--- src/rtl/sram_ctl_pkg.sv ---
// Shared types and cycle-count helpers for the static RAM controller.
// Assumes all nanosecond figures and the clock period are positive integers.
package sram_ctl_pkg;

    typedef enum logic [1:0] {
        ST_IDLE  = 2'd0,
        ST_READ  = 2'd1,
        ST_WRITE = 2'd2,
        ST_TURN  = 2'd3
    } seq_state_e;

    // Round a nanosecond minimum up to whole clock cycles.
    function automatic int ns_to_cyc(input int ns, input int period_ns);
        return (ns + period_ns - 1) / period_ns;
    endfunction

    function automatic int imax(input int a, input int b);
        return (a > b) ? a : b;
    endfunction

endpackage

--- src/rtl/sram_win_timer.sv ---
// Loadable down-counter that times one access window.
// Assumes load is a single-cycle pulse; zero is high once the loaded count has elapsed.
module sram_win_timer #(
    parameter int CNT_W = 4
) (
    input  logic             clk,
    input  logic             rst_n,
    input  logic             load,
    input  logic [CNT_W-1:0] load_val,
    output logic             zero
);
    logic [CNT_W-1:0] count;

    // Load a new window or count the running one down to zero.
    always_ff @(posedge clk) begin
        if (!rst_n)
            count <= '0;
        else if (load)
            count <= load_val;
        else if (count != '0)
            count <= count - 1'b1;
    end

    assign zero = (count == '0);
endmodule

--- src/rtl/sram_seq.sv ---
// Access sequencer: decides the state of each cycle and registers the memory
// strobes for it, so they come straight from flops.
// Assumes RD_CYC, WR_CYC and TURN_CYC are all at least 1.
module sram_seq
    import sram_ctl_pkg::*;
#(
    parameter int RD_CYC   = 10,
    parameter int WR_CYC   = 10,
    parameter int TURN_CYC = 4,
    parameter int CNT_W    = 4
) (
    input  logic             clk,
    input  logic             rst_n,
    input  logic             req,
    input  logic             req_wr,
    input  logic             tmr_zero,
    output logic             tmr_load,
    output logic [CNT_W-1:0] tmr_val,
    output logic             capture,
    output logic             ready,
    output logic             ce_n,
    output logic             oe_n,
    output logic             we_n,
    output logic             dq_oe
);
    seq_state_e state, nstate;
    logic       accept;

    assign accept = req && ready;

    // Next state, timer load and capture decision for the current cycle.
    always_comb begin
        nstate   = state;
        tmr_load = 1'b0;
        tmr_val  = '0;
        capture  = 1'b0;
        case (state)
            ST_IDLE: begin
                if (accept) begin
                    tmr_load = 1'b1;
                    if (req_wr) begin
                        nstate  = ST_WRITE;
                        tmr_val = CNT_W'(WR_CYC - 1);
                    end else begin
                        nstate  = ST_READ;
                        tmr_val = CNT_W'(RD_CYC - 1);
                    end
                end
            end
            ST_READ: begin
                if (tmr_zero) begin
                    capture  = 1'b1;
                    nstate   = ST_TURN;
                    tmr_load = 1'b1;
                    tmr_val  = CNT_W'(TURN_CYC - 1);
                end
            end
            ST_WRITE: begin
                if (tmr_zero)
                    nstate = ST_IDLE;
            end
            ST_TURN: begin
                if (tmr_zero)
                    nstate = ST_IDLE;
            end
            default: nstate = ST_IDLE;
        endcase
    end

    // Advance the state and register the strobes that belong to the next state.
    always_ff @(posedge clk) begin
        if (!rst_n) begin
            state <= ST_IDLE;
            ready <= 1'b1;
            ce_n  <= 1'b1;
            oe_n  <= 1'b1;
            we_n  <= 1'b1;
            dq_oe <= 1'b0;
        end else begin
            state <= nstate;
            ready <= (nstate == ST_IDLE);
            ce_n  <= !((nstate == ST_READ) || (nstate == ST_WRITE));
            oe_n  <= (nstate != ST_READ);
            we_n  <= (nstate != ST_WRITE);
            dq_oe <= (nstate == ST_WRITE);
        end
    end
endmodule

--- src/rtl/sram_rd_capture.sv ---
// Read-data capture: samples the memory data bus on the capture pulse and
// raises a one-cycle valid strobe.
// Assumes the capture pulse marks the last cycle of the read strobe.
module sram_rd_capture #(
    parameter int DATA_W = 8
) (
    input  logic              clk,
    input  logic              rst_n,
    input  logic              capture,
    input  logic [DATA_W-1:0] dq_in,
    output logic [DATA_W-1:0] rd_data,
    output logic              rd_valid
);
    // Hold the sampled byte and flag it for one cycle.
    always_ff @(posedge clk) begin
        if (!rst_n) begin
            rd_data  <= '0;
            rd_valid <= 1'b0;
        end else begin
            rd_valid <= capture;
            if (capture)
                rd_data <= dq_in;
        end
    end
endmodule

--- src/rtl/async_sram_ctrl.sv ---
// Top of the asynchronous static RAM controller. It turns host requests into
// timed read and write strobe sequences. All windows are derived from
// CLK_PERIOD_NS. The data pad tri-state is external, driven by sram_dq_oe.
// Assumes one outstanding request at a time and a synchronous active-low reset.
module async_sram_ctrl
    import sram_ctl_pkg::*;
#(
    parameter int ADDR_W         = 15,
    parameter int DATA_W         = 8,
    parameter int CLK_PERIOD_NS  = 10,
    parameter int RD_CYCLE_NS    = 100,
    parameter int ADDR_ACCESS_NS = 100,
    parameter int OE_ACCESS_NS   = 50,
    parameter int WR_CYCLE_NS    = 100,
    parameter int WE_PULSE_NS    = 80,
    parameter int CE_WRITE_NS    = 90,
    parameter int DATA_SETUP_NS  = 50,
    parameter int FLOAT_NS       = 35
) (
    input  logic              clk,
    input  logic              rst_n,
    input  logic              req,
    input  logic              req_wr,
    input  logic [ADDR_W-1:0] req_addr,
    input  logic [DATA_W-1:0] req_wdata,
    output logic              ready,
    output logic [DATA_W-1:0] rd_data,
    output logic              rd_valid,
    output logic [ADDR_W-1:0] sram_addr,
    output logic              sram_ce_n,
    output logic              sram_oe_n,
    output logic              sram_we_n,
    output logic [DATA_W-1:0] sram_dq_out,
    output logic              sram_dq_oe,
    input  logic [DATA_W-1:0] sram_dq_in
);
    localparam int RD_CYC = imax(1, imax(ns_to_cyc(RD_CYCLE_NS, CLK_PERIOD_NS),
                                 imax(ns_to_cyc(ADDR_ACCESS_NS, CLK_PERIOD_NS),
                                      ns_to_cyc(OE_ACCESS_NS, CLK_PERIOD_NS))));
    localparam int WR_CYC = imax(imax(1, ns_to_cyc(WR_CYCLE_NS, CLK_PERIOD_NS)),
                                 imax(ns_to_cyc(WE_PULSE_NS, CLK_PERIOD_NS),
                                      imax(ns_to_cyc(CE_WRITE_NS, CLK_PERIOD_NS),
                                           ns_to_cyc(DATA_SETUP_NS, CLK_PERIOD_NS))));
    localparam int TURN_CYC = imax(1, ns_to_cyc(FLOAT_NS, CLK_PERIOD_NS));
    localparam int LONGEST  = imax(RD_CYC, imax(WR_CYC, TURN_CYC));
    localparam int CNT_W    = $clog2(LONGEST + 1);

    logic             tmr_load, tmr_zero, capture;
    logic [CNT_W-1:0] tmr_val;
    logic [ADDR_W-1:0] addr_q;
    logic [DATA_W-1:0] wdata_q;

    // Latch address and write byte when a request is taken; hold them until the next one.
    always_ff @(posedge clk) begin
        if (!rst_n) begin
            addr_q  <= '0;
            wdata_q <= '0;
        end else if (req && ready) begin
            addr_q  <= req_addr;
            wdata_q <= req_wdata;
        end
    end

    assign sram_addr   = addr_q;
    assign sram_dq_out = wdata_q;

    sram_win_timer #(.CNT_W(CNT_W)) u_timer (
        .clk      (clk),
        .rst_n    (rst_n),
        .load     (tmr_load),
        .load_val (tmr_val),
        .zero     (tmr_zero)
    );

    sram_seq #(
        .RD_CYC   (RD_CYC),
        .WR_CYC   (WR_CYC),
        .TURN_CYC (TURN_CYC),
        .CNT_W    (CNT_W)
    ) u_seq (
        .clk      (clk),
        .rst_n    (rst_n),
        .req      (req),
        .req_wr   (req_wr),
        .tmr_zero (tmr_zero),
        .tmr_load (tmr_load),
        .tmr_val  (tmr_val),
        .capture  (capture),
        .ready    (ready),
        .ce_n     (sram_ce_n),
        .oe_n     (sram_oe_n),
        .we_n     (sram_we_n),
        .dq_oe    (sram_dq_oe)
    );

    sram_rd_capture #(.DATA_W(DATA_W)) u_cap (
        .clk      (clk),
        .rst_n    (rst_n),
        .capture  (capture),
        .dq_in    (sram_dq_in),
        .rd_data  (rd_data),
        .rd_valid (rd_valid)
    );
endmodule

--- config.mk ---
export PLATFORM = sky130hd
export DESIGN_NAME = async_sram_ctrl
export DESIGN_NICKNAME = d
export VERILOG_FILES = /design/src/rtl/sram_ctl_pkg.sv /design/src/rtl/sram_win_timer.sv /design/src/rtl/sram_seq.sv /design/src/rtl/sram_rd_capture.sv /design/src/rtl/async_sram_ctrl.sv
export SDC_FILE = /design/constraint.sdc
export NUM_CORES = 1
export LEC_CHECK = 0
export BUFFER_PORTS_ARGS = -buffer_cell sky130_fd_sc_hd__buf_2
export CAP_MARGIN = 20
export CORE_ASPECT_RATIO = 0.75
export CORE_MARGIN = 1
export CORE_UTILIZATION = 48
export DETAILED_ROUTE_END_ITERATION = 6
export PLACE_DENSITY_LB_ADDON = 0.05
export REMOVE_ABC_BUFFERS = 1
export SLEW_MARGIN = 40
export SYNTH_ARGS = -nofsm -noshare
export SYNTH_HDL_FRONTEND = slang
export SYNTH_HIERARCHICAL = 1
export SYNTH_SLANG_ARGS = --single-unit
--- constraint.sdc ---
create_clock -name clk -period 1.9 [get_ports clk]
set_clock_uncertainty 0.1 [all_clocks]
set_input_delay 0.19 -clock clk [delete_from_list [all_inputs] [get_ports clk]]
set_output_delay 0.19 -clock clk [all_outputs]
set_load 0.02 [all_outputs]
==> summary.txt, run 1 <==
Run status
  • Outcome: finished clean

Place
  • Placed Area: 2250 um^2
  • Final HPWL DP: 2.64 mm
  • GP Congestion: 0.755
  • Pre-CTS WS: a little over 0.08 ns
  • I/O Buffers: 71

Global routing
  • Initial antenna violation count: 0
  • Largest net degree at the start of global routing: 30
  • GRT Resource Usage Total: around 19%
  • Vias in the first global route: 1346
  • Global-route wire length before repair: a little over 6 mm
  • GRT Residual Overflow: 0

Min path
  • Hold path cells: 3
  • Hold EP: sram_dq_out[7]
  • Min-delay src: req_wdata[7]
  • HP Class: primary input to flop

Synthesis
  • EDFF count, synth: 0
  • Syn avg cell area: between 9 and 10 um^2
  • Simple-Gate Fraction of Synth Area: 23.1%
  • Combinational family with the most area after synthesis: simple AND/OR/NAND/NOR gates
  • Area share of the largest cell type after synthesis: 45.5%
  • Top post-synthesis cells by area: dfxtp_1 (46%), o21ai_2 (9.7%), nand4_1 (7.6%), nand2_1 (6.0%), mux2i_1 (4.8%)
  • Mapped Area: roughly 1900 um^2
  • Synth Area in XOR/XNOR: 0.926%
  • Main synth FF type: dfxtp_1
  • FF+latch count, synth: 43
  • Cell variety after synth: 35
  • Syn Inst Count: roughly 190
  • Register area share after synthesis: 45.5%
  • Post-synth ARST share: 0%
  • Yosys warns: 6
  • Adder-cell share of the synthesized area: 3.31%
  • Complex-gate fraction of the synthesized area: between 10% and 20%
  • Post-synth top area cell: dfxtp_1
  • Multiplexer share of the synthesized area: 5.36%

Clocking
  • H-tree Lvls: 2
  • Clock transition at path regs: approximately 0.080 ns
  • CTS tree: built
  • Clock Tree Buf Depth: 2
  • Sinks on Clock Net: 43
  • Clock Latency Late Sink: between 0.2 and 0.3 ns
  • CTS Root Cell: clkbuf_8
  • Total CTS buffers: 5

STA
  • Final worst setup slack: around 0.09 ns
  • Max-slew violation count: 0
  • Post-layout min period: 1.81 ns
  • Final setup vio count: 0
  • TNS Setup: 0 ns
  • Fmax: 552 MHz
  • Final hold violation count: 0
  • Final Cycle Share: 95.3%

Floorplanning
  • Row cnt: 19
  • DIE AREA: between 4000 and 5000 um^2
  • Initial Util: about half
  • IO Count: 72
  • Die Width: 74.5 um
  • Core area: 3710 um^2
  • Die Ht: 56.4 um

Finish
  • Most frequent cells in the layout: buf_2 (71), dfxtp_1 (41), nand2_1 (30)
  • Share of post-route cells with drive strength above 1: approximately 46%
  • Commonest non-fill, non-tap cell in the layout: buf_2
  • Area of the multi-input gates: 901 um^2
  • Antenna fix cells: 0
  • Final core occ: between 60% and 70%
  • FF/Latch Area: 863 um^2
  • Cell area after layout: roughly 2400 um^2
  • Layout Nets: 306
  • Fill count: 320
  • Area grow syn2layout: 27.5%

Setup path
  • CP endpoint kind: flop
  • R2r setup slk: about 0.090 ns
  • Reg2reg start: u_timer/count[0]
  • Reg2reg end: u_timer/count[2]
  • CP Max Fanout: 6
  • Worst Reg-to-Reg Cells: 8
  • Startpoint class of the critical path: flop
  • CP Data Arrival Time: ~1.9 ns
  • Worst EP required: 1.99 ns
  • WS Path Type: flop to flop

Detailed routing
  • WL met3: 235 um
  • Vias: about 1600
  • Total routed wirelength: 3.91 mm
  • Metal2 WL: 1.73 mm
  • 1st-pass router iterations: 4
  • Metal-1 WL: 1.92 mm
  • DRT antenna net count: 0
  • Drc violations: 0
  • Drt initial violations: 73
  • WL/cell: 12.3 um
  • Top routing layer in use: met4
  • Vias/cell: 4.90

Power
  • Post-route total power: 2.87 mW
  • Power Density: 1190 nW/um^2
  • VDD IR-drop max: 604 uV
  • Leakage dissipation: 1.08 nW

Job
  • Max_cap viols: 0
[logic make-up (layout without fill, tap and decap cells)]
| logic type | Yosys count | after routing |
|---|---|---|
| adder cells (fa/ha/maj) | 5 | 5 |
| flip-flops | 43 | 43 |
| other | 1 | 1 |
| multiplexers | 10 | 10 |
| buffers and inverters | 18 | 93 |
| AO/OA/AOI/OAI | 34 | 34 |
| XOR/XNOR | 2 | 2 |
| AND/OR/NAND/NOR | 79 | 79 |
[power by group]
| group | internal (mW) | leakage, nW | switching, mW | total, mW |
|---|---|---|---|---|
| clock | 0.425 | 0.0612 | 0.301 | 0.726 |
| combinational | 0.445 | 0.666 | 0.550 | 0.995 |
| sequential | 1.05 | 0.353 | 0.101 | 1.15 |
[layout make-up]
| type | count | area share [%] |
|---|---|---|
| well taps | 52 | 2.70 |
| inverters | 3 | 0.467 |
| clock inverters | 2 | 1.45 |
| clock buffers | 6 | 3.42 |
| multi-input cells | 131 | 37.3 |
| repair buffers | 82 | 18.8 |
| flip-flops and latches | 43 | 35.8 |
[through the flow]
stage | hold slack, ns | std cells
detailed placement | 0.333 | 306
CTS | 0.0276 | 314
global placement | 0.326 | 306
finish | 0.0346 | 319
floorplan | 0.159 | 177
global route | 0.0288 | 319
[worst max-delay path: stages, from the launching register on]
cell,delay (ns)
dfxtp_2,0.33
inv_2,0.06
ha_2,0.17
nor3b_4,0.28
nand2_1,0.13
o22ai_1,0.25
buf_4,0.20
nand2b_1,0.06
o211a_1,0.12
[state kept, by name, summed over array words and instances (netlist names)]
register        flops
u_cap/rd_data       8
u_seq/oe_n          1
u_seq/ce_n          1
u_timer/count       4
u_seq/we_n          1
u_seq/dq_oe         1
u_cap/rd_valid      1
sram_dq_out         8
u_seq/ready         1
sram_addr          15
u_seq/state         2
[worst max-delay path by stage]
| stage | from | endpoint | cells after the start |
|---|---|---|---|
| finish | u_timer/count[0] | u_timer/count[2] | 8 |
| global route | u_timer/count[0] | u_timer/count[2] | 8 |
| CTS | u_timer/count[0] | u_cap/rd_data[4] | 8 |
| detailed placement | u_timer/count[0] | u_cap/rd_data[0] | 8 |
| global placement | u_timer/count[0] | u_cap/rd_data[1] | 8 |
| floorplan | u_timer/count[0] | u_cap/rd_data[0] | 7 |
[routing by layer]
layer	global-route usage (%)	vias up
li1	-	818
met1	27.8	698
met2	27.5	43
met3	5.92	5
met4	5.12	0
met5	0	-
[what timing repair did]
action	in CTS	in global routing
hold buffers	0	0
hold endpoints to repair	0	0
setup buffers	0	4
gates resized for setup	0	9
setup endpoints to repair	0	16
[cell usage after synthesis (2+ instances only)]
cell type	n
xnor2_1	2
inv_1	2
a21oi_1	3
nand2_1	30
buf_12	2
ha_1	5
nand4_1	23
nor2b_1	8
buf_4	5
o21ai_1	4
buf_2	7
nand2b_1	3
mux2i_1	9
nor2_1	2
and2_1	3
o21ai_2	21
nand3_1	3
dfxtp_1	43
Power figures use the tool's default switching activity.
==> inputs of run 2 (changes only) <==
==> constraint.sdc (replaced) <==
create_clock -name clk -period 1.9 [get_ports clk]
set_clock_uncertainty 0.1 [all_clocks]
set_input_delay 0.38 -clock clk [delete_from_list [all_inputs] [get_ports clk]]
set_output_delay 0.38 -clock clk [all_outputs]
set_load 0.02 [all_outputs]
==> summary.txt, run 2 (synthesis gave the netlist of run 1 again) <==
STA
  • Final Cycle Share: 94.9% (was 95.3%)
  • Fmax: 555 MHz (was 552 MHz)
  • Final hold violation count: 0 (unchanged)
  • Max-slew violation count: 0 (unchanged)
  • Post-layout min period: 1.80 ns (was 1.81 ns)
  • Final setup vio count: 0 (unchanged)

Global routing
  • Global-route wire length before repair: 6.40 mm (was 6.19 mm)
  • Largest net degree at the start of global routing: 31 (was 30)
  • GRT Resource Usage Total: 19.9% (was 19.3%)
  • Vias in the first global route: 1439 (was 1346)
  • GRT Residual Overflow: 0 (unchanged)
  • Initial antenna violation count: 0 (unchanged)

Power
  • Post-route total power: 2.76 mW (was 2.87 mW)
  • Logic gate share of total power: 38.3% (was 34.7%)
  • Clock power frac: 20.0% (was 25.3%)
  • Sw Share: 35.2% (was 33.2%)
  • Sw Pwr: 0.971 mW (was 0.952 mW)
  • VDD IR-drop max: 706 uV (was 604 uV)
  • Leakage dissipation: 1.07 nW (was 1.08 nW)
  • Pint: 1.79 mW (was 1.92 mW)
  • Flop pwr share: 41.7% (was 40.0%)
  • Power Density: 1150 nW/um^2 (was 1190 nW/um^2)

Floorplanning
  • DIE AREA: 4200 um^2 (unchanged)
  • IO Count: 72 (unchanged)
  • Die Ht: 56.4 um (unchanged)
  • Row cnt: 19 (unchanged)
  • Initial Util: 51.0% (unchanged)
  • Core area: 3710 um^2 (unchanged)
  • Die Width: 74.5 um (unchanged)

Detailed routing
  • Drc violations: 0 (unchanged)
  • WL/cell: 12.5 um (was 12.3 um)
  • Total routed wirelength: 3.98 mm (was 3.91 mm)
  • Vias/cell: 5.05 (was 4.90)
  • Vias: 1617 (was 1564)
  • 1st-pass router iterations: 4 (unchanged)
  • DRT antenna net count: 0 (unchanged)
  • Drt initial violations: 66 (was 73)

Setup path
  • Crit path largest cell delay: 0.33 ns (about the same)
  • Startpoint class of the critical path: flop (unchanged)
  • CP endpoint kind: flop (unchanged)
  • Crit path max-delay family: adder cells (was simple AND/OR/NAND/NOR gates)
  • CP Max Fanout: 5 (was 6)
  • Buf+Inv Stages, Crit Path: 2 (unchanged)
  • CP cell instances: inv_2, ha_4, nor3b_4, buf_4, a21oi_2, a21o_1, ha_1, nand2_1 (was inv_2, ha_2, nor3b_4, nand2_1, o22ai_1, buf_4, nand2b_1, o211a_1)
  • WS Path Type: flop to flop (unchanged)
  • Max stage delay cell, worst path: dfxtp_1 (was dfxtp_2)
  • Worst EP required: 1.99 ns (about the same)
  • CP Data Arrival Time: 1.89 ns (was 1.90 ns)

Finish
  • Layout Cells excl Fill: 320 (was 319)
  • Antenna fix cells: 0 (unchanged)
  • Most frequent cells in the layout: buf_2 (71), dfxtp_1 (43), nand2_1 (30) (was buf_2 (71), dfxtp_1 (41), nand2_1 (30))
  • Cell area after layout: 2400 um^2 (was 2410 um^2)
  • Share of post-route cells with drive strength above 1: 45.9% (was 46.4%)
  • Area grow syn2layout: 27.0% (was 27.5%)
  • Layout Nets: 307 (was 306)
  • Largest register FFs: 15 (unchanged)
  • Commonest non-fill, non-tap cell in the layout: buf_2 (unchanged)

Place
  • Cell Count Post-Placement: 307 (was 306)
  • Final HPWL DP: 2.71 mm (was 2.64 mm)
  • Placed Area: 2250 um^2 (about the same)
  • I/O Buffers: 71 (unchanged)
  • GP Congestion: 0.768 (was 0.755)

Clocking
  • Clock Latency Late Sink: 0.29 ns (about the same)
  • CTS tree: built (unchanged)
  • H-tree Lvls: 2 (unchanged)
  • Sinks on Clock Net: 43 (unchanged)
  • CTS Root Cell: clkbuf_8 (unchanged)
  • Total CTS buffers: 5 (unchanged)
  • Clock Tree Buf Depth: 2 (unchanged)
  • CTS Hold Bufs: 0 (unchanged)
  • Clock transition at path regs: 0.08 ns (about the same)

Run status
  • Outcome: finished clean (unchanged)

Job
  • Max_cap viols: 0 (unchanged)

Min path
  • HP Class: primary input to flop (unchanged)
## run 2: cell count changes in the layout (fill, tap and decap cells not counted), sizes merged
cell,previous run,this run
buf,82,83
clkbuf,6,7
bufinv,1,0
## run 2: power groups by stage
stage,combinational [mW],sequential (mW),clock [mW]
finish,1.06,1.15,0.552
global placement,0.913,1.17,0
detailed placement,0.926,1.17,0
CTS,0.930,1.15,0.569
floorplan,0.482,1.30,0
global route,1.17,1.17,0.607
## run 2: layout make-up
class / count / area (um^2)
Fill cell: 328 / 1310
Multi-Input combinational cell: 131 / 918
Inverter: 3 / 11.3
Tap cell: 52 / 65.1
Clock buffer: 7 / 76.3
Sequential cell: 43 / 861
Timing Repair Buffer: 83 / 465
Clock inverter: 1 / 5.00
## run 2: metrics by stage
step | util (%) | setup TNS (ns) | setup WS [ns] | hold slack, ns
floorplan | - | -1.06 | -0.126 | 0.349
global placement | 60.8 | 0 | 0.0923 | 0.336
detailed placement | 60.8 | 0 | 0.0386 | 0.343
CTS | 63.0 | 0 | 0.0252 | 0.212
global route | 64.8 | -0.0335 | -0.00894 | 0.224
finish | 64.8 | 0 | 0.0976 | 0.227
## run 2: worst paths after layout
kind / start / to / cells past startpoint / slack [ns]
min reg2reg: sram_addr[14] / sram_addr[14] / 2 / 0.35
max reg2reg: u_timer/count[0] / u_seq/ce_n / 8 / 0.1
max: u_timer/count[0] / u_seq/ce_n / 8 / 0.1
min: req_addr[14] / sram_addr[14] / 3 / 0.23
## run 2: what timing repair did
item	CTS	global route
setup buffers	0	5
gates resized for setup	0	11
endpoints found under the setup margin	0	16
## run 2: worst register-to-register path: cells and delay by family, from the launching register on
kind	cells	cell delay, ns
and+or+nand+nor	2	0.31
adders and majority gates	2	0.41
buffers and inverters	2	0.25
AOI/OAI and AO/OA	2	0.29
DFF	1	0.33
## run 2: layer usage
metal	vias to the layer above	track usage, %	wire (um)
met5	-	0	0
met1	733	25.7	1920
met3	7	6.64	265
met2	49	30.9	1750
li1	828	-	-
met4	0	6.74	49
==> inputs of run 3 (changes only) <==
--- a/config.mk
+++ b/config.mk
@@ -9,7 +9,7 @@
 export CAP_MARGIN = 20
 export CORE_ASPECT_RATIO = 0.75
 export CORE_MARGIN = 1
-export CORE_UTILIZATION = 48
+export CORE_UTILIZATION = 52
 export DETAILED_ROUTE_END_ITERATION = 6
 export PLACE_DENSITY_LB_ADDON = 0.05
 export REMOVE_ABC_BUFFERS = 1
==> constraint.sdc (replaced) <==
create_clock -name clk -period 2.15 [get_ports clk]
set_clock_uncertainty 0.1 [all_clocks]
set_input_delay 0.43 -clock clk [delete_from_list [all_inputs] [get_ports clk]]
set_output_delay 0.43 -clock clk [all_outputs]
set_load 0.02 [all_outputs]
==> summary.txt, run 3 (synthesis gave the netlist of run 1 again) <==
Run status
  • Outcome: finished clean (unchanged)

Min path
  • HP Class: primary input to flop (unchanged)
  • Hold path cells: 3 (unchanged)

Detailed routing
  • Drt initial violations: 54 (was 66)
  • Vias: 1577 (was 1617)
  • DRT antenna net count: 0 (unchanged)
  • 1st-pass router iterations: 4 (unchanged)
  • Total routed wirelength: 3.71 mm (was 3.98 mm)
  • Vias/cell: 5.22 (was 5.05)
  • Drc violations: 0 (unchanged)
  • WL/cell: 12.3 um (was 12.5 um)
  • Metal-1 WL: 1.76 mm (was 1.92 mm)
  • Metal2 WL: 1.70 mm (was 1.75 mm)
  • Top routing layer in use: met4 (unchanged)
  • WL met3: 215 um (was 265 um)

STA
  • Fmax: 537 MHz (was 555 MHz)
  • Final worst setup slack: 0.288 ns (was 0.0976 ns)
  • Max-slew violation count: 0 (unchanged)
  • RSZ-0062 raised after global routing: false
  • TNS Setup: 0 ns (unchanged)
  • Final setup vio count: 0 (unchanged)
  • Final hold violation count: 0 (unchanged)
  • Final Cycle Share: 86.6% (was 94.9%)
  • Post-layout min period: 1.86 ns (was 1.80 ns)

Floorplanning
  • DIE AREA: 3890 um^2 (was 4200 um^2)
  • Row cnt: 18 (was 19)
  • Die Ht: 54.2 um (was 56.4 um)
  • IO Count: 72 (unchanged)
  • Die Width: 71.6 um (was 74.5 um)
  • Initial Util: 56.0% (was 51.0%)
  • Core area: 3380 um^2 (was 3710 um^2)

Place
  • Cell Count Post-Placement: 294 (was 307)
  • I/O Buffers: 71 (unchanged)
  • Pre-CTS WS: 0.301 ns (was 0.0386 ns)
  • Final HPWL DP: 2.62 mm (was 2.71 mm)
  • GP Congestion: 0.755 (was 0.768)

Finish
  • Commonest non-fill, non-tap cell in the layout: buf_2 (unchanged)
  • Share of post-route cells with drive strength above 1: 43.1% (was 45.9%)
  • Antenna fix cells: 0 (unchanged)
  • Most frequent cells in the layout: buf_2 (71), dfxtp_1 (43), nand2_1 (30) (unchanged)
  • Area grow syn2layout: 22.4% (was 27.0%)
  • Layout Nets: 301 (was 307)
  • Largest register FFs: 15 (unchanged)
  • Layout Cells excl Fill: 302 (was 320)

Power
  • Sw Share: 35.6% (was 35.2%)
  • Leakage dissipation: 1.04 nW (was 1.07 nW)
  • Logic gate share of total power: 34.5% (was 38.3%)
  • Pint: 1.49 mW (was 1.79 mW)
  • VDD IR-drop max: 524 uV (was 706 uV)
  • Power Density: 996 nW/um^2 (was 1150 nW/um^2)
  • Post-route total power: 2.30 mW (was 2.76 mW)
  • Sw Pwr: 0.819 mW (was 0.971 mW)
  • Clock power frac: 21.4% (was 20.0%)
  • Flop pwr share: 44.1% (was 41.7%)

Setup path
  • CP cell instances: inv_1, ha_1, nor3b_4, a21oi_1, a21o_1, ha_1, nand2_1 (was inv_2, ha_4, nor3b_4, buf_4, a21oi_2, a21o_1, ha_1, nand2_1)
  • Worst Reg-to-Reg Cells: 7 (was 8)
  • Startpoint class of the critical path: flop (unchanged)
  • CP Data Arrival Time: 1.95 ns (was 1.89 ns)
  • CP Max Fanout: 7 (was 5)
  • Most frequent CP cell: ha_1
  • CP endpoint kind: flop (unchanged)
  • Max stage delay cell, worst path: nor3b_4 (was dfxtp_1)
  • WS Path Type: flop to flop (unchanged)
  • Worst EP required: 2.23 ns (was 1.99 ns)
  • Crit path largest cell delay: 0.33 ns (about the same)

Clocking
  • Total CTS buffers: 5 (unchanged)
  • Sinks on Clock Net: 43 (unchanged)
  • CTS tree: built (unchanged)
  • Post CTS Setup Buffer Count: 0 (unchanged)
  • Clock Latency Late Sink: 0.30 ns (was 0.29 ns)
  • Clock transition at path regs: 0.08 ns (about the same)
  • PostCTS Resize Cnt: 0 (unchanged)
  • Clock Tree Buf Depth: 2 (unchanged)
  • H-tree Lvls: 2 (unchanged)
  • CTS Root Cell: clkbuf_8 (unchanged)
  • CTS Hold Bufs: 0 (unchanged)

Global routing
  • Vias in the first global route: 1317 (was 1439)
  • Global-route wire length before repair: 5.76 mm (was 6.40 mm)
  • Initial antenna violation count: 0 (unchanged)
  • GRT Residual Overflow: 0 (unchanged)
  • GRT Resource Usage Total: 19.8% (was 19.9%)
  • Largest net degree at the start of global routing: 41 (was 31)

Job
  • Max_cap viols: 0 (unchanged)
-- run 3: cell types whose count changed in the layout (fill, tap and decap cells not counted), sizes merged --
cell / change
buf: -6
clkbuf: -2
clkinv: +2
-- run 3: per-stage QoR --
stage	util, %	hold WS (ns)	area, um^2
6_report	68.5	0.266	2310
5_1_grt	68.5	0.261	2310
4_1_cts	68.5	0.264	2310
3_5_place_dp	66.0	0.343	2230
3_3_place_gp	66.0	0.339	2230
2_1_floorplan	-	0.399	1770
-- run 3: worst paths after layout --
check	start	endpoint	slack [ns]
setup / recovery	u_timer/count[0]	u_seq/ce_n	0.29
setup reg to reg	u_timer/count[0]	u_seq/ce_n	0.29
hold reg to reg	sram_addr[14]	sram_addr[14]	0.35
hold / removal	req_addr[14]	sram_addr[14]	0.27
-- run 3: layout make-up --
cell class | instances | area [um^2]
multi-input combinational | 131 | 896
timing repair buffer | 77 | 413
sequential | 43 | 861
inverter | 3 | 11.3
fill | 290 | 1060
tap | 40 | 50.0
clock inverter | 3 | 15.0
clock buffer | 5 | 68.8
-- run 3: critical path, delay by kind of cell (launching register included) --
kind | cells | cell delay [ns]
fa+ha+maj | 2 | 0.46
compound gates | 2 | 0.39
simple gates | 2 | 0.37
flops | 1 | 0.32
buf+inv | 1 | 0.09
-- run 3: power groups by stage --
stage                     Sequential [mW]  Combinational (mW)  Clock (mW)
after floorplan                      1.15               0.426           0
after global placement               1.03               0.794           0
after detailed placement             1.03               0.802           0
after CTS                            1.02               0.803       0.507
after global routing                 1.03               0.882       0.542
final                                1.02               0.795       0.493
-- run 3: per-layer routing --
layer  track usage (%)  up-vias
li1                  -      813
met1              24.8      718
met2              31.6       40
met3              8.47        6
met4              5.88        0
met5                 0        -
